**src/rtl/seg_drv_pkg.sv**
```systemverilog
package seg_drv_pkg;
  typedef enum logic {DIR_DOWN = 1'b0, DIR_UP = 1'b1} shift_dir_e;
endpackage

```
**src/rtl/seg_shift_chain.sv**
```systemverilog
module seg_shift_chain
  import seg_drv_pkg::*;
#(
  parameter int NCH = 32
) (
  input  logic           clk,
  input  logic           rst,
  input  logic           ser_in,
  input  logic           shift_stb,
  input  logic           dir_up,
  output logic [NCH-1:0] chain_q,
  output logic           cascade_o
);
  localparam int TOP = NCH - 1;

  function automatic logic [NCH-1:0] chain_step(input logic [NCH-1:0] cur,
                                                input logic din,
                                                input shift_dir_e d);
    logic [NCH-1:0] nxt;
    if (d == DIR_UP) nxt = {cur[TOP-1:0], din};
    else             nxt = {din, cur[TOP:1]};
    return nxt;
  endfunction

  function automatic logic chain_tail(input logic [NCH-1:0] cur, input shift_dir_e d);
    return (d == DIR_UP) ? cur[TOP] : cur[0];
  endfunction

  shift_dir_e dir_sel;
  logic       shift_evt;
  logic [NCH-1:0] chain_next;

  assign dir_sel    = shift_dir_e'(dir_up);
  assign shift_evt  = shift_stb & ~rst;
  assign chain_next = chain_step(chain_q, ser_in, dir_sel);
  assign cascade_o  = chain_tail(chain_q, dir_sel);

  always_ff @(posedge clk) begin
    if (rst)            chain_q <= '0;
    else if (shift_stb) chain_q <= chain_next;
  end

  AST_CHAIN_IDLE: assert property (@(posedge clk) disable iff (rst)
    !shift_stb |=> $stable(chain_q));
  AST_ENTRY_UP: assert property (@(posedge clk) disable iff (rst)
    (shift_evt && dir_up) |=> (chain_q[0] == $past(ser_in)));
  AST_MOVE_UP: assert property (@(posedge clk) disable iff (rst)
    (shift_evt && dir_up) |=> (chain_q[TOP] == $past(chain_q[TOP-1])));
  AST_ENTRY_DOWN: assert property (@(posedge clk) disable iff (rst)
    (shift_evt && !dir_up) |=> (chain_q[TOP] == $past(ser_in)));
  AST_MOVE_DOWN: assert property (@(posedge clk) disable iff (rst)
    (shift_evt && !dir_up) |=> (chain_q[0] == $past(chain_q[1])));
  AST_CHAIN_RESET: assert property (@(posedge clk)
    rst |=> (chain_q == '0));
endmodule

```
**src/rtl/seg_hold_bank.sv**
```systemverilog
module seg_hold_bank #(
  parameter int NCH = 32
) (
  input  logic           clk,
  input  logic           rst,
  input  logic           latch_en,
  input  logic [NCH-1:0] chain_q,
  output logic [NCH-1:0] held_o
);
  logic [NCH-1:0] hold_q;
  logic           capture_evt;

  assign capture_evt = latch_en & ~rst;

  always_ff @(posedge clk) begin
    if (rst)           hold_q <= '0;
    else if (latch_en) hold_q <= chain_q;
  end

  assign held_o = latch_en ? chain_q : hold_q;

  AST_HOLD_STABLE: assert property (@(posedge clk) disable iff (rst)
    !latch_en |=> $stable(hold_q));
  AST_HOLD_PRESHIFT: assert property (@(posedge clk) disable iff (rst)
    capture_evt |=> (hold_q == $past(chain_q)));
  AST_HOLD_RESET: assert property (@(posedge clk)
    rst |=> (hold_q == '0));
endmodule

```
**src/rtl/seg_out_stage.sv**
```systemverilog
module seg_out_stage #(
  parameter int NCH = 32
) (
  input  logic           clk,
  input  logic           rst,
  input  logic [NCH-1:0] held_i,
  input  logic           blank_n,
  input  logic           pol,
  output logic [NCH-1:0] seg_o,
  output logic           bp_o
);
  logic blank_evt;

  function automatic logic seg_level(input logic b, input logic p, input logic bl_n);
    return bl_n ? (b ^ p) : p;
  endfunction

  assign blank_evt = ~blank_n;
  assign bp_o      = pol;

  for (genvar k = 0; k < NCH; k++) begin : g_ch
    assign seg_o[k] = seg_level(held_i[k], pol, blank_n);
  end

  AST_BLANK_BP: assert property (@(posedge clk) disable iff (rst)
    blank_evt |-> (seg_o == {NCH{bp_o}}));
  AST_POL_XOR: assert property (@(posedge clk) disable iff (rst)
    !blank_evt |-> ((seg_o ^ held_i) == {NCH{pol}}));
  AST_BP_FOLLOW: assert property (@(posedge clk) disable iff (rst)
    bp_o == pol);
endmodule

```
**src/rtl/seg_serial_driver.sv**
```systemverilog
module seg_serial_driver #(
  parameter int NCH = 32
) (
  input  logic           clk,
  input  logic           rst,
  input  logic           ser_in,
  input  logic           shift_stb,
  input  logic           dir_up,
  input  logic           latch_en,
  input  logic           blank_n,
  input  logic           pol,
  output logic [NCH-1:0] seg_o,
  output logic           bp_o,
  output logic           cascade_o
);
  logic [NCH-1:0] chain_q;
  logic [NCH-1:0] held;

  seg_shift_chain #(.NCH(NCH)) u_chain (
    .clk(clk), .rst(rst), .ser_in(ser_in), .shift_stb(shift_stb),
    .dir_up(dir_up), .chain_q(chain_q), .cascade_o(cascade_o)
  );

  seg_hold_bank #(.NCH(NCH)) u_hold (
    .clk(clk), .rst(rst), .latch_en(latch_en), .chain_q(chain_q), .held_o(held)
  );

  seg_out_stage #(.NCH(NCH)) u_out (
    .clk(clk), .rst(rst), .held_i(held), .blank_n(blank_n), .pol(pol),
    .seg_o(seg_o), .bp_o(bp_o)
  );

  AST_TRANSPARENT: assert property (@(posedge clk) disable iff (rst)
    (latch_en && blank_n && !pol) |-> (seg_o == chain_q));
endmodule

```
**config.mk**
```make
export PLATFORM = sky130hd
export DESIGN_NAME = seg_serial_driver
export DESIGN_NICKNAME = d
export VERILOG_FILES = /design/src/rtl/seg_drv_pkg.sv /design/src/rtl/seg_shift_chain.sv /design/src/rtl/seg_hold_bank.sv /design/src/rtl/seg_out_stage.sv /design/src/rtl/seg_serial_driver.sv
export SDC_FILE = /design/constraint.sdc
export NUM_CORES = 1
export LEC_CHECK = 0
export BUFFER_PORTS_ARGS = -buffer_cell sky130_fd_sc_hd__buf_2
export CAP_MARGIN = 20
export CORE_MARGIN = 2
export CORE_UTILIZATION = 48
export DETAILED_ROUTE_END_ITERATION = 12
export PLACE_DENSITY = 0.68
export SKIP_CTS_REPAIR_TIMING = 1
export SLEW_MARGIN = 25
export SYNTH_ARGS = -nofsm -noshare
export SYNTH_HDL_FRONTEND = slang
export SYNTH_HIERARCHICAL = 1
export SYNTH_SLANG_ARGS = --single-unit
export TNS_END_PERCENT = 1
```
**constraint.sdc**
```tcl
create_clock -name clk -period 1.9 [get_ports clk]
set_input_delay 0.19 -clock clk [delete_from_list [all_inputs] [get_ports clk]]
set_output_delay 0.19 -clock clk [all_outputs]
set_load 0.03 [all_outputs]
```
==> metrics.txt <==
initial drt markers 109; # fillers 633; dominant register cell in the synthesized netlist dfxtp_1; post-synthesis async set-or-reset flop share 0%; Post-synth EDFFs 0; Period minus WS final 1.57 ns; Root Driver clkbuf_8; clk_lat worst skew 0.35 ns; synth warn 6; post-DP HPWL 3670 um; Lkg Pwr 1.54 nW; placed cell count 418; 1st-pass router iterations 4; htree depth 3; Slowest Stage Delay on Critical Path 0.34 ns; run status finished, final reports clean; Setup-failing EPs final 0; share of cells above drive strength 1 27.4%; grt ovf 0; worst clock skew 0.00492 ns; # diodes 0; Sum Neg Setup Slack 0 ns; Mapped Cells 318; RSZ-0062 raised after global routing false; largest area contributor in the netlist dfxtp_1; Area growth, synth to finish 10.6%; deepest clock path buffer count 2; sequential-to-total area share from yosys stat 38.9%; Die Span X 86.9 um; Critical Path Start Type flop; Mean Syn Cell Area 10.4 um^2; fin. max-slew vios 0; TritonCTS Sinks 64; detailed-route via count 2194; Pwr Density 863 nW/um^2; post-synth top area share 38.9%; Synth Register Bits 64; CTS tree built; CP bufs+invs 1; # Max-Cap Violations 0; I/O pin count 42; fin crit share 82.8%; Vias/cell 5.06; worst endpoint required time 1.71 ns; Area after DPL 3460 um^2; most frequent cell after synthesis dfxtp_1; overall routing resource usage 17.6%; DRC 0; synth unique cells 15; CTS buffer count 9; FMAX 635 MHz; WL per Instance 13.9 um; final instance area 3650 um^2; die area 7550 um^2; Setup Crit Path Kind reg2out; main area contributors after synthesis dfxtp_1 39%, mux2_4 14%, mux2i_1 9.7%; Slew headroom 73.7%; vias in the first global route 2079; Fin. Hold Viols 0; largest net degree at the start of global routing 65; Antenna Violating Nets Remaining 0; Crit path arrival time 1.38 ns; Port Buf Inserts 41; Die Y 86.9 um; Post-Syn Area 3300 um^2; crit-path cells mux2_4 > nand2_1 > xnor2_1 > buf_2; initial antenna violation count 0; CP max-delay cell dfxtp_1; Hold Crit Class in2reg; fin cells 434; std cell rows 30; GPL Wtd Cong 0.719; Synth Net Count 326; core region area 6720 um^2; Reg clk slew, reported paths 0.07 ns; family with the most delay on the worst path flip-flops; Max VDD drop 397 uV; drt total wl 6040 um; Starting Density 49.1%; global-route wire length before repair 10300 um; slew at the pin closest to its max-slew limit 0.394 ns; Max FO, Critical Path 4; CP Capture Type output port; Min Hold Slack 0.200 ns; NumNets Final 357
[worst paths after layout]
| path | start | end | slack, ns | cells past startpoint |
|---|---|---|---|---|
| worst min-delay path | ser_in | u_chain/chain_q[31] | 0.20 | 3 |
| worst min register to register | u_chain/chain_q[7] | u_chain/chain_q[7] | 0.52 | 2 |
| worst max-delay path | u_chain/chain_q[1] | seg_o[1] | 0.33 | 4 |
| worst max register to register | u_chain/chain_q[17] | u_hold/hold_q[17] | 1.03 | 2 |
[flip-flops by register name, indices dropped and copies added (netlist names)]
signal and flops:
u_chain/chain_q 32, u_hold/hold_q 32
[per-stage QoR]
stage | util, % | total power [mW] | worst slack [ns]
floorplan | - | 1.98 | 0.487
global placement | 51.5 | 2.08 | 0.397
detailed placement | 51.5 | 2.09 | 0.392
CTS | 54.3 | 3.18 | 0.306
global route | 54.3 | 3.30 | 0.228
finish | 54.3 | 3.15 | 0.326
[kinds of logic after synthesis]
logic type             after synthesis  share of synthesized area [%]
AND/OR/NAND/NOR                     96                           13.4
AO/OA/AOI/OAI                       32                           7.29
XOR/XNOR                            32                           8.50
buffers and inverters               29                           7.59
flip-flops                          64                           38.9
multiplexers                        65                           24.4
[worst min-delay path, stage by stage]
cell and delay (ns):
buf_2 0.11, mux2i_1 0.12, a211oi_1 0.08
[where the power goes]
group          switching (mW)  internal (mW)
Sequential             0.0571           1.41
Combinational           0.339          0.251
Clock                   0.512          0.574
[per-layer routing]
metal | wire length, um | track usage, % | vias up
li1 | - | - | 1126
met1 | 3110 | 24.7 | 1026
met2 | 2610 | 25.4 | 33
met3 | 228 | 4.83 | 9
met4 | 97 | 7.24 | 0
met5 | 0 | 0 | -
[final cells by class]
| class | count | area [um^2] | share of cell area (%) |
|---|---|---|---|
| multi-input combinational | 225 | 1770 | 48.4 |
| sequential | 64 | 1280 | 35.1 |
| timing repair buffer | 49 | 315 | 8.65 |
| clock buffer | 13 | 169 | 4.63 |
| tap | 80 | 100 | 2.75 |
| clock inverter | 3 | 15.0 | 0.412 |
[cells in the final DEF (no fill, tap or decap)]
master    count
nor2_1       32
mux2i_1      32
clkbuf_8     12
nand2_1      32
dfxtp_1      64
a211oi_1     32
buf_2        41
clkinv_2      3
nor2b_1      32
buf_12        4
buf_4         4
mux2_2        3
mux2_4       30
clkbuf_1      1
xnor2_1      32
Power figures use the tool's default switching activity.
